$ cat src/rtl/ctt_pkg.sv
package ctt_pkg;

   typedef enum logic [1:0] {
      SRC_PIN = 2'd0,
      SRC_TXA = 2'd1,
      SRC_TXB = 2'd2,
      SRC_SYS = 2'd3
   } ctt_src_e;

   typedef struct packed {
      logic     periodic;
      logic     div_en;
      ctt_src_e src;
   } ctt_cfg_t;

   function automatic ctt_cfg_t ctt_decode(input logic [2:0] code);
      ctt_cfg_t c;
      c.periodic = code[2];
      case (code)
         3'd0:    begin c.src = SRC_PIN; c.div_en = 1'b0; end
         3'd1:    begin c.src = SRC_TXA; c.div_en = 1'b0; end
         3'd2:    begin c.src = SRC_TXB; c.div_en = 1'b0; end
         3'd3:    begin c.src = SRC_SYS; c.div_en = 1'b1; end
         3'd4:    begin c.src = SRC_PIN; c.div_en = 1'b0; end
         3'd5:    begin c.src = SRC_PIN; c.div_en = 1'b1; end
         3'd6:    begin c.src = SRC_SYS; c.div_en = 1'b0; end
         default: begin c.src = SRC_SYS; c.div_en = 1'b1; end
      endcase
      return c;
   endfunction

endpackage

$ cat src/rtl/ctt_src_sel.sv
module ctt_src_sel
   import ctt_pkg::*;
(
   input  ctt_src_e src,
   input  logic     run,
   input  logic     pin_rise,
   input  logic     txa_tick,
   input  logic     txb_tick,
   output logic     raw_stb
);

   logic sel_stb;

   always_comb begin
      unique case (src)
         SRC_PIN: sel_stb = pin_rise;
         SRC_TXA: sel_stb = txa_tick;
         SRC_TXB: sel_stb = txb_tick;
         default: sel_stb = 1'b1;
      endcase
   end

   assign raw_stb = sel_stb & run;

endmodule

$ cat src/rtl/ctt_prescale.sv
module ctt_prescale #(
   parameter int PRE_W = 4
) (
   input  logic clk,
   input  logic rst_n,
   input  logic clr,
   input  logic div_en,
   input  logic in_stb,
   output logic out_stb
);

   generate
      if (PRE_W == 0) begin : g_bypass
         logic unused_ok;
         assign unused_ok = clk ^ rst_n ^ clr ^ div_en;
         assign out_stb   = in_stb;
      end else begin : g_div
         localparam logic [PRE_W-1:0] LAST = {PRE_W{1'b1}};
         logic [PRE_W-1:0] pre_q;

         always_ff @(posedge clk) begin
            if (!rst_n)
               pre_q <= '0;
            else if (clr)
               pre_q <= '0;
            else if (in_stb && div_en)
               pre_q <= pre_q + 1'b1;
         end

         assign out_stb = div_en ? (in_stb && (pre_q == LAST)) : in_stb;
      end
   endgenerate

endmodule

$ cat src/rtl/ctt_core.sv
module ctt_core #(
   parameter int CNT_W = 16
) (
   input  logic             clk,
   input  logic             rst_n,
   input  logic             start,
   input  logic             stop,
   input  logic             tick,
   input  logic             periodic,
   input  logic [CNT_W-1:0] preset,
   output logic [CNT_W-1:0] count,
   output logic             ready,
   output logic             wave,
   output logic             run
);

   localparam logic [CNT_W-1:0] ONE = CNT_W'(1);

   logic expire;
   assign expire = (count <= ONE);

   always_ff @(posedge clk) begin
      if (!rst_n) begin
         count <= '0;
         ready <= 1'b0;
         wave  <= 1'b0;
         run   <= 1'b0;
      end else if (start) begin
         count <= preset;
         ready <= 1'b0;
         wave  <= 1'b0;
         run   <= 1'b1;
      end else if (stop) begin
         ready <= 1'b0;
         run   <= 1'b0;
      end else if (run && tick) begin
         if (periodic) begin
            if (expire) begin
               count <= preset;
               wave  <= ~wave;
            end else begin
               count <= count - ONE;
            end
         end else begin
            count <= count - ONE;
            if (count == ONE)
               ready <= 1'b1;
         end
      end
   end

endmodule

$ cat src/rtl/ctt_counter_timer.sv
module ctt_counter_timer
   import ctt_pkg::*;
#(
   parameter int CNT_W = 16,
   parameter int PRE_W = 4
) (
   input  logic             clk,
   input  logic             rst_n,
   input  logic [2:0]       mode_sel,
   input  logic [CNT_W-1:0] preset,
   input  logic             start,
   input  logic             stop,
   input  logic             ext_pin,
   input  logic             txa_tick,
   input  logic             txb_tick,
   output logic [CNT_W-1:0] count,
   output logic             ready,
   output logic             wave_out
);

   generate
      if (CNT_W < 2) begin : g_bad_cnt_w
         $error("ctt_counter_timer: CNT_W must be at least 2");
      end
      if (PRE_W < 0 || PRE_W > 8) begin : g_bad_pre_w
         $error("ctt_counter_timer: PRE_W must lie in 0..8");
      end
   endgenerate

   logic       pin_q;
   logic       pin_rise;
   logic [2:0] mode_q;
   ctt_cfg_t   cfg;
   logic       run;
   logic       raw_stb;
   logic       eff_tick;

   always_ff @(posedge clk) begin
      if (!rst_n) begin
         pin_q  <= 1'b0;
         mode_q <= '0;
      end else begin
         pin_q <= ext_pin;
         if (start)
            mode_q <= mode_sel;
      end
   end

   assign pin_rise = ext_pin & ~pin_q;
   assign cfg      = ctt_decode(mode_q);

   ctt_src_sel i_src (
      .src      (cfg.src),
      .run      (run),
      .pin_rise (pin_rise),
      .txa_tick (txa_tick),
      .txb_tick (txb_tick),
      .raw_stb  (raw_stb)
   );

   ctt_prescale #(.PRE_W(PRE_W)) i_pre (
      .clk     (clk),
      .rst_n   (rst_n),
      .clr     (start),
      .div_en  (cfg.div_en),
      .in_stb  (raw_stb),
      .out_stb (eff_tick)
   );

   ctt_core #(.CNT_W(CNT_W)) i_core (
      .clk      (clk),
      .rst_n    (rst_n),
      .start    (start),
      .stop     (stop),
      .tick     (eff_tick),
      .periodic (cfg.periodic),
      .preset   (preset),
      .count    (count),
      .ready    (ready),
      .wave     (wave_out),
      .run      (run)
   );

endmodule

$ cat config.mk
export PLATFORM = sky130hd
export DESIGN_NAME = ctt_counter_timer
export DESIGN_NICKNAME = d
export VERILOG_FILES = /design/src/rtl/ctt_pkg.sv /design/src/rtl/ctt_src_sel.sv /design/src/rtl/ctt_prescale.sv /design/src/rtl/ctt_core.sv /design/src/rtl/ctt_counter_timer.sv
export SDC_FILE = /design/constraint.sdc
export NUM_CORES = 1
export LEC_CHECK = 0
export CAP_MARGIN = 10
export CORE_ASPECT_RATIO = 1.75
export CORE_MARGIN = 5
export CORE_UTILIZATION = 52
export DETAILED_ROUTE_END_ITERATION = 10
export GPL_ROUTABILITY_DRIVEN = 0
export PLACE_DENSITY = 0.85
export REMOVE_ABC_BUFFERS = 1
export SLEW_MARGIN = 20
export SYNTH_ARGS = -nofsm -noshare
export SYNTH_HDL_FRONTEND = slang
export SYNTH_SLANG_ARGS = --single-unit
$ cat constraint.sdc
create_clock -name clk -period 5.08 [get_ports clk]
set_input_delay 1.27 -clock clk [delete_from_list [all_inputs] [get_ports clk]]
set_output_delay 1.27 -clock clk [all_outputs]
set_load 0.01 [all_outputs]
==> results_dict.tcl, run 1 <==
set metrics [dict create \
    outcome "finished, final reports clean" \
    setup_ws_ns 1.92 \
    rr_startpoint "i_core.count[0]$_SDFFE_PN0P_" \
    final_core_util 0.681 \
    synth_flop_cell "dfxtp_1" \
    seq_area_frac_synth 0.331 \
    dieArea_mm2 0.00441 \
    syn_inst 195 \
    clk_pin_slew_worst_paths_ns 0.10 \
    ios 44 \
    r2r_end "i_core.count[11]$_SDFFE_PN0P_" \
    portBuffers 43 \
    netlist_area_mm2 0.00164 \
    overflow 0 \
    r2r_cells 6 \
    netlist_top_cells_count "dfxtp_1 (27), nand2_1 (22), a21oi_1 (14), nor2_1 (12), mux2i_1 (9)" \
    period_needed_ns 3.16 \
    p_sw_uw 185 \
    fill_cells 288 \
    wire_per_inst_um 16.1 \
    hold_viol 0 \
    final_nets 263 \
    grt_pass1_vias 1616 \
    multiInputGateArea_mm2 0.00103 \
    seqCellArea_um2 541 \
    synth.largest_area_cell "dfxtp_1" \
    row_count 27 \
    slew_headroom 0.325 \
    worstSetupPathType "primary input to flop" \
    synthTopCellsByArea "dfxtp_1 (33%), mux2i_1 (5.5%), nand2_1 (5.0%)" \
    die_h_um 84.2 \
    drv_cap 0 \
    die_x_um 52.4 \
    cts_tree "done" \
    leakage_uw 0.000780 \
    wirelength_um 4440 \
    post-dp-hpwl_um 3360 \
    power.internal_uw 372 \
    clkSinkCount 27 \
    swShare 0.332 \
    num_vias 1693 \
    coreArea_mm2 0.00311 \
    cts_resized 0 \
    drive_gt1_frac 0.0730 \
    fin_worst_skew_ns 0.00433 \
    hold_depth 2 \
    dp_slack_ns 1.66 \
    seq_power_share 0.451 \
    grt_usage 0.210 \
    holdCritStartpoint "i_core.wave$_SDFFE_PP0P_" \
    grt_start_max_net_pins 21 \
    synth.most_common_cell "dfxtp_1" \
    hold_slack_ns 0.521 \
    first_pass_iters 4 \
    cts_buffers 3 \
    r2r_slack_ns 2.66 \
    rsz0062_at_grt "no" \
    drtAntennaViolNets 0 \
    root_buffer "clkbuf_8" \
    p_comb_frac 0.323 \
    setup_viol_count_final 0 \
    cp.required_ns 5.27 \
    p_per_area_mw_per_mm2 263 \
    clk_latency_ns 0.28 \
    postCtsHoldBufs 0 \
    synth_top_area_frac 0.331 \
    synth-async-reset-ratio 0 \
    crit_fanout 20 \
    yosysWarnings 0 \
    initial_utilization 0.526 \
    critPathLaunch "start" \
    crit_path_end_kind "flop" \
    n_antenna_cell 0 \
    fin_setup_tns_ns 0 \
    p_clk_frac 0.227 \
    peakVddDrop_uv 210 \
    drt-vias-per-instance 6.13 \
    drc 0 \
    clock_path_buffers 2 \
    cts_max_level 1 \
    post-route-period-util 0.621 \
    dr.first_iter.drc_count 47 \
    holdPathEnd "i_core.wave$_SDFFE_PP0P_" \
    tightest_slew_ns 1.01 \
    synthToLayoutAreaGrowth_pct 29.4 \
    grt_pass1_wl_um 7270 \
    startpoint_type "primary input" \
    cts_setup_buffers 0 \
    fmax_mhz 317 \
    crit_arrival_ns 3.35 \
    antenna_found_initial 0 \
    synth_area_per_cell_um2 8.39 \
    synth_cell_types 56 \
    ys_ff_latch 27 \
    hp-class "flop to flop" \
    synth_edf_count 0 \
    maxSlewViolCount 0 \
]
[sequential cells by signal (all words and copies together) (netlist names)]
signal / cells
mode_q: 3
i_core.count: 16
i_core.ready: 1
i_core.wave: 1
i_pre.g_div.pre_q: 4
i_core.run: 1
pin_q: 1
[cell families (layout without fill, tap and decap cells)]
logic type	count (synthesis)	count (layout)	share of synthesized area
AO/OA/AOI/OAI	59	59	0.260
adder cells (fa/ha/maj)	3	3	0.0230
buffers and inverters	14	52	0.0421
multiplexers	9	9	0.0551
flip-flops	27	27	0.331
XOR/XNOR	3	3	0.0161
AND/OR/NAND/NOR	80	80	0.273
[critical path: stages]
cell and delay (ns):
clkdlybuf4s50_1 0.73, a21oi_2 0.90, o21ai_0 0.17, a211oi_1 0.27
[routing by layer]
layer	wire [µm]	track usage	up-vias
met1	1650	0.235	801
met5	0	0	-
met4	118	0.0907	0
met2	2450	0.379	61
li1	-	-	820
met3	229	0.0231	11
[through the flow]
stage / instances / cell area (µm²) / total power, µW
2_1_floorplan: 186 / 1590 / 358
3_3_place_gp: 272 / 2070 / 433
3_5_place_dp: 272 / 2070 / 435
4_1_cts: 276 / 2120 / 558
5_1_grt: 276 / 2120 / 585
6_report: 276 / 2120 / 557
[power groups by stage]
stage	Sequential, µW	Combinational [µW]	Clock (µW)
after floorplan	256	102	0
after global placement	255	177	0
after detailed placement	255	179	0
after CTS	251	180	128
after global routing	254	197	134
final	251	180	126
[cell type report]
type | instances | share of cell area
clock buffers | 3 | 0.0195
clock inverters | 1 | 0.00237
inverters | 5 | 0.00887
multi-input cells | 154 | 0.485
flip-flops and latches | 27 | 0.255
well taps | 43 | 0.0254
repair buffers | 43 | 0.203
[cells in the final DEF, fill, tap and decap left out, drive strengths merged, types with 2 or more instances in the layout]
master          n
ha              3
clkdlybuf4s50  43
mux2i           9
clkbuf          3
nand2b          2
inv             3
o211a           3
a22oi           2
dfxtp          27
nor2b           2
a21oi          17
o21ai           8
or3b            2
and3            2
a211oi          5
o22a            2
xor2            2
o211ai          2
o221a           3
a31oi           2
o21a            2
nand2          22
or3             5
nor3b           2
nor3            8
nor2           12
clkinv          3
o22ai           6
nand3           3
nand4           5
or4             3
nor4            5
[how the worst max path moves through the flow]
stage	slack (ns)	depth (start not counted)	end
after CTS	1.96	4	i_core.count[13]$_SDFFE_PN0P_
final	1.92	4	i_core.count[11]$_SDFFE_PN0P_
after floorplan	2.34	5	i_core.count[13]$_SDFFE_PN0P_
after detailed placement	1.66	4	i_core.count[13]$_SDFFE_PN0P_
after global placement	1.66	5	i_core.count[15]$_SDFFE_PN0P_
after global routing	1.76	4	i_core.count[13]$_SDFFE_PN0P_
No activity file was read; power rests on OpenSTA's default activity.
==> run 2, diff against run 1 <==
Settings changed: CORE_UTILIZATION 52 to 43, PLACE_DENSITY 0.85 to 0.75.
Clock period 5.08 ns to 2.7 ns, I/O delays scaled along.
==> results_dict.tcl, run 2 (synthesized netlist as in run 1, its figures left out) <==
set metrics [dict create \
    fin_setup_tns_ns 0 \
    place_area_mm2 0.00213 \
    cp.required_ns 2.89 \
    hp-class "flop to flop" \
    initial_utilization 0.446 \
    drc 0 \
    postCtsHoldBufs 0 \
    post-dp-hpwl_um 3590 \
    grt_start_max_net_pins 21 \
    grt_usage 0.191 \
    peakVddDrop_uv 417 \
    cts_resized 0 \
    root_buffer "clkbuf_8" \
    final_common_cell "clkdlybuf4s50_1" \
    slowest_stage "clkdlybuf4s50_1" \
    final_core_util 0.594 \
    hold_viol 0 \
    leakage_uw 0.000816 \
    crit_fanout 6 \
    fin_worst_skew_ns 0.00368 \
    cts_setup_buffers 0 \
    die_h_um 91.6 \
    wirelength_um 4720 \
    wire_per_inst_um 16.5 \
    cts_max_level 1 \
    cts_buffers 3 \
    critPathTopFamily "buffers and inverters" \
    setup_viol_count_final 0 \
    holdCritStartpoint "i_core.wave$_SDFFE_PP0P_" \
    die_x_um 56.6 \
    first_pass_iters 4 \
    post-route-period-util 0.824 \
    cp_num_buf_inv 2 \
    coreArea_mm2 0.00366 \
    drv_cap 0 \
    grt_pass1_vias 1727 \
    cts_tree "done" \
    drive_gt1_frac 0.0996 \
    period_needed_ns 2.22 \
    largest_register "i_core.count" \
    outcome "finished, final reports clean" \
    n_antenna_cell 0 \
    fill_cells 359 \
    startpoint_type "primary input" \
    grt_pass1_wl_um 8150 \
    maxSlewViolCount 0 \
    tightest_slew_ns 0.607 \
    dr.first_iter.drc_count 51 \
    final_cell_mix "clkdlybuf4s50_1 (43), dfxtp_1 (27), nand2_1 (22)" \
    overflow 0 \
    clk_latency_ns 0.27 \
    portBuffers 43 \
    hold_slack_ns 0.518 \
    crit_arrival_ns 2.41 \
    ios 44 \
    clkSinkCount 27 \
    dieArea_mm2 0.00518 \
    seqCellArea_um2 541 \
    multiInputGateArea_mm2 0.00103 \
    crit_path_end_kind "flop" \
    rr_startpoint "i_core.count[0]$_SDFFE_PN0P_" \
    synthToLayoutAreaGrowth_pct 33.2 \
    cp_cell_sequence "clkdlybuf4s50_1 -> or3b_2 -> nand4_1 -> a21o_1 -> buf_4 -> a21oi_1 -> a211oi_1" \
    fmax_mhz 450 \
    antenna_found_initial 0 \
    rsz0062_at_grt "no" \
    row_count 29 \
    design_area_mm2 0.00218 \
    slew_headroom 0.592 \
    critPathMaxStageDelay_ns 0.48 \
    critPathLaunch "ext_pin" \
    largest_reg_flops 16 \
    total_power_uw 1060 \
    reg_top3 "i_core.count: 16 flops, i_pre.g_div.pre_q: 4 flops, mode_q: 3 flops" \
    p_per_area_mw_per_mm2 487 \
    drtAntennaViolNets 0 \
    final_nets 271 \
    clock_path_buffers 2 \
    num_vias 1721 \
    worstSetupPathType "primary input to flop" \
    drt-vias-per-instance 6.00 \
    clk_pin_slew_worst_paths_ns 0.09 \
]
[run 2: layout make-up]
class | instances | share of cell area
Multi-Input combinational cell | 154 | 0.471
Sequential cell | 27 | 0.248
Timing Repair Buffer | 51 | 0.225
Tap cell | 46 | 0.0264
Clock buffer | 4 | 0.0207
Inverter | 5 | 0.00862
[run 2: worst paths after layout]
| check | endpoint | slack, ns | cells past startpoint |
|---|---|---|---|
| worst max-delay path | i_core.count[11]$_SDFFE_PN0P_ | 0.48 | 7 |
| worst min-delay path | i_core.wave$_SDFFE_PP0P_ | 0.52 | 2 |
| worst max register to register | i_core.count[12]$_SDFFE_PN0P_ | 0.49 | 7 |
| worst min register to register | i_core.wave$_SDFFE_PP0P_ | 0.52 | 2 |
[run 2: per-layer routing]
metal	global-route usage	part of all wire	vias up
li1	-	-	834
met1	0.211	0.37	802
met2	0.339	0.53	67
met3	0.0440	0.053	18
met4	0.0871	0.043	0
met5	0	0	-
[run 2: power by group]
part / total (µW) / switching, µW / internal [µW] / leakage (µW)
logic: 357 / 176 / 181 / 0.000571
registers: 474 / 47.1 / 427 / 0.000222
clock network: 231 / 125 / 106 / 0.0000228
total: 1060 / 348 / 713 / 0.000816
[run 2: stage by stage]
stage,std cells,setup slack (ns)
2_1_floorplan,186,0.553
3_3_place_gp,283,0.233
3_5_place_dp,283,0.203
4_1_cts,287,0.491
5_1_grt,287,0.338
6_report,287,0.476
[run 2: tightest hold or removal path: stages (launching register included)]
cell and delay [ns]:
dfxtp_1 0.33, o21ai_0 0.07, a21oi_1 0.07
==> run 3, diff against run 2 <==
Clock period 2.7 ns to 1.8 ns, I/O delays scaled along.
==> results_dict.tcl, run 3 (synthesized netlist as in run 1, its figures left out) <==
set metrics [dict create \
    rr_startpoint "i_core.count[1]$_SDFFE_PN0P_" \
    initial_utilization 0.446 \
    violations "setup timing" \
    hp-class "flop to flop" \
    num_vias 2145 \
    root_buffer "clkbuf_8" \
    setup_ws_ns -0.130 \
    wirelength_um 7210 \
    crit_fanout 3 \
    cts_tree "done" \
    cp_cell_sequence "buf_6 -> or4_4 -> nor3_2 -> buf_4 -> and3_1 -> a22o_1 -> a32o_1" \
    n_antenna_cell 0 \
    critPathLaunch "i_core.count[1]$_SDFFE_PN0P_" \
    worstSetupPathType "flop to flop" \
    drt-vias-per-instance 6.20 \
    die_h_um 91.6 \
    outcome "finished, violations left" \
    cts_max_level 1 \
    critPathMaxStageDelay_ns 0.57 \
    cp.required_ns 2.03 \
    dieArea_mm2 0.00518 \
    fmax_mhz 518 \
    rsz0062_at_grt "yes" \
    largest_reg_flops 16 \
    postCtsHoldBufs 0 \
    drc 0 \
    setup_viol_count_final 8 \
    ios 44 \
    final_cell_mix "buf_4 (55), clkdlybuf4s50_1 (33), nand2_1 (21)" \
    cts_buffers 3 \
    leakage_uw 0.00125 \
    p_comb_frac 0.473 \
    tightest_slew_ns 0.439 \
    grt_pass1_vias 2142 \
    p_per_area_mw_per_mm2 691 \
    maxSlewViolCount 0 \
    post-route-period-util 1.07 \
    peakVddDrop_uv 717 \
    fin_worst_skew_ns 0.00574 \
    clkSinkCount 27 \
    hold_viol 0 \
    dr.first_iter.drc_count 138 \
    hold_slack_ns 0.525 \
    row_count 29 \
    antenna_found_initial 0 \
    synthToLayoutAreaGrowth_pct 78.6 \
    first_pass_iters 4 \
    drv_cap 0 \
    slowest_stage "or4_4" \
    wire_per_inst_um 20.8 \
    r2r_cells 7 \
    final_common_cell "buf_4" \
    clk_latency_ns 0.28 \
    slew_headroom 0.706 \
    swShare 0.351 \
    crit_arrival_ns 2.16 \
    design_area_mm2 0.00292 \
    grt_start_max_net_pins 15 \
    place_area_mm2 0.00250 \
    drtAntennaViolNets 0 \
    seq_power_share 0.346 \
    portBuffers 43 \
    crit_path_end_kind "flop" \
    period_needed_ns 1.93 \
    clock_path_buffers 2 \
    overflow 0 \
    largest_register "i_core.count" \
    reg_top3 "i_core.count: 16 flops, i_pre.g_div.pre_q: 4 flops, mode_q: 3 flops" \
    coreArea_mm2 0.00366 \
    r2r_end "i_core.count[15]$_SDFFE_PN0P_" \
    p_sw_uw 709 \
    final_nets 330 \
    clk_pin_slew_worst_paths_ns 0.10 \
    grt_pass1_wl_um 9850 \
    drive_gt1_frac 0.437 \
    grt_usage 0.237 \
    startpoint_type "flop" \
    crit_end "i_core.count[15]$_SDFFE_PN0P_" \
    die_x_um 56.6 \
    power.internal_uw 1310 \
    post-dp-hpwl_um 4260 \
    p_clk_frac 0.181 \
    r2r_slack_ns -0.13 \
]
[run 3: cell types whose count changed in the layout (fill, tap and decap cells not counted), moves of 4 or more]
cell,change
a21oi_1,-5
buf_4,+47
buf_6,+9
clkdlybuf4s50_1,-10
dfxtp_1,-14
dfxtp_2,+12
dlygate4sd2_1,+4
dlymetal6s2s_1,+5
nor3_1,-4
nor3_2,+4
[run 3: area by class of cell]
| cell class | count | area [µm²] |
|---|---|---|
| multi-input cells | 154 | 1220 |
| repair buffers | 110 | 1010 |
| fillers | 235 | 744 |
| flip-flops and latches | 27 | 563 |
| well taps | 46 | 57.6 |
| clock buffers | 4 | 45.0 |
| inverters | 5 | 18.8 |
[run 3: routing by layer]
| metal | GRT usage | part of all wire |
|---|---|---|
| met1 | 0.231 | 0.33 |
| met3 | 0.0397 | 0.058 |
| met4 | 0.176 | 0.085 |
| met5 | 0 | 0 |
| met2 | 0.431 | 0.53 |
[run 3: per-stage QoR]
| stage | setup TNS, ns | setup slack [ns] | total power, µW | utilization | std cells |
|---|---|---|---|---|---|
| 2_1_floorplan | -2.38 | -0.242 | 1010 | - | 186 |
| 3_3_place_gp | -6.71 | -0.430 | 1420 | 0.682 | 330 |
| 3_5_place_dp | -7.42 | -0.475 | 1430 | 0.682 | 330 |
| 4_1_cts | -0.195 | -0.0896 | 1880 | 0.741 | 340 |
| 5_1_grt | -1.59 | -0.205 | 2090 | 0.797 | 346 |
| 6_report | -0.665 | -0.130 | 2020 | 0.797 | 346 |
[run 3: worst min path at each step]
stage,cells after the start,from,slack [ns],end
3_3_place_gp,2,i_core.wave$_SDFFE_PP0P_,0.49,i_core.wave$_SDFFE_PP0P_
3_5_place_dp,2,i_pre.g_div.pre_q[3]$_SDFFE_PP0P_,0.51,i_pre.g_div.pre_q[3]$_SDFFE_PP0P_
2_1_floorplan,2,i_pre.g_div.pre_q[3]$_SDFFE_PP0P_,0.47,i_pre.g_div.pre_q[3]$_SDFFE_PP0P_
5_1_grt,2,ext_pin,0.55,pin_q$_SDFF_PN0_
4_1_cts,2,i_core.wave$_SDFFE_PP0P_,0.53,i_core.wave$_SDFFE_PP0P_
6_report,2,i_core.wave$_SDFFE_PP0P_,0.53,i_core.wave$_SDFFE_PP0P_
[run 3: worst max-delay path, delay by kind of cell (launching register included)]
| family | cells | cell delay, ns |
|---|---|---|
| AO/OA/AOI/OAI | 2 | 0.28 |
| AND/OR/NAND/NOR | 3 | 0.96 |
| flip-flops | 1 | 0.34 |
| buffers and inverters | 2 | 0.29 |
[run 3: power groups by stage]
stage               Sequential (µW)  Clock, µW  Combinational (µW)
finish                          698        366                 954
global route                    703        387                 996
CTS                             690        362                 825
detailed placement              693          0                 735
global placement                692          0                 725
floorplan                       721          0                 288
[run 3: what timing repair did]
action | 4_1_cts | 5_1_grt
setup buffers | 5 | 7
endpoints found under the setup margin | 23 | 28
gates resized for setup | 39 | 45
pin swaps | 12 | 15
gates cloned | 1 | 0
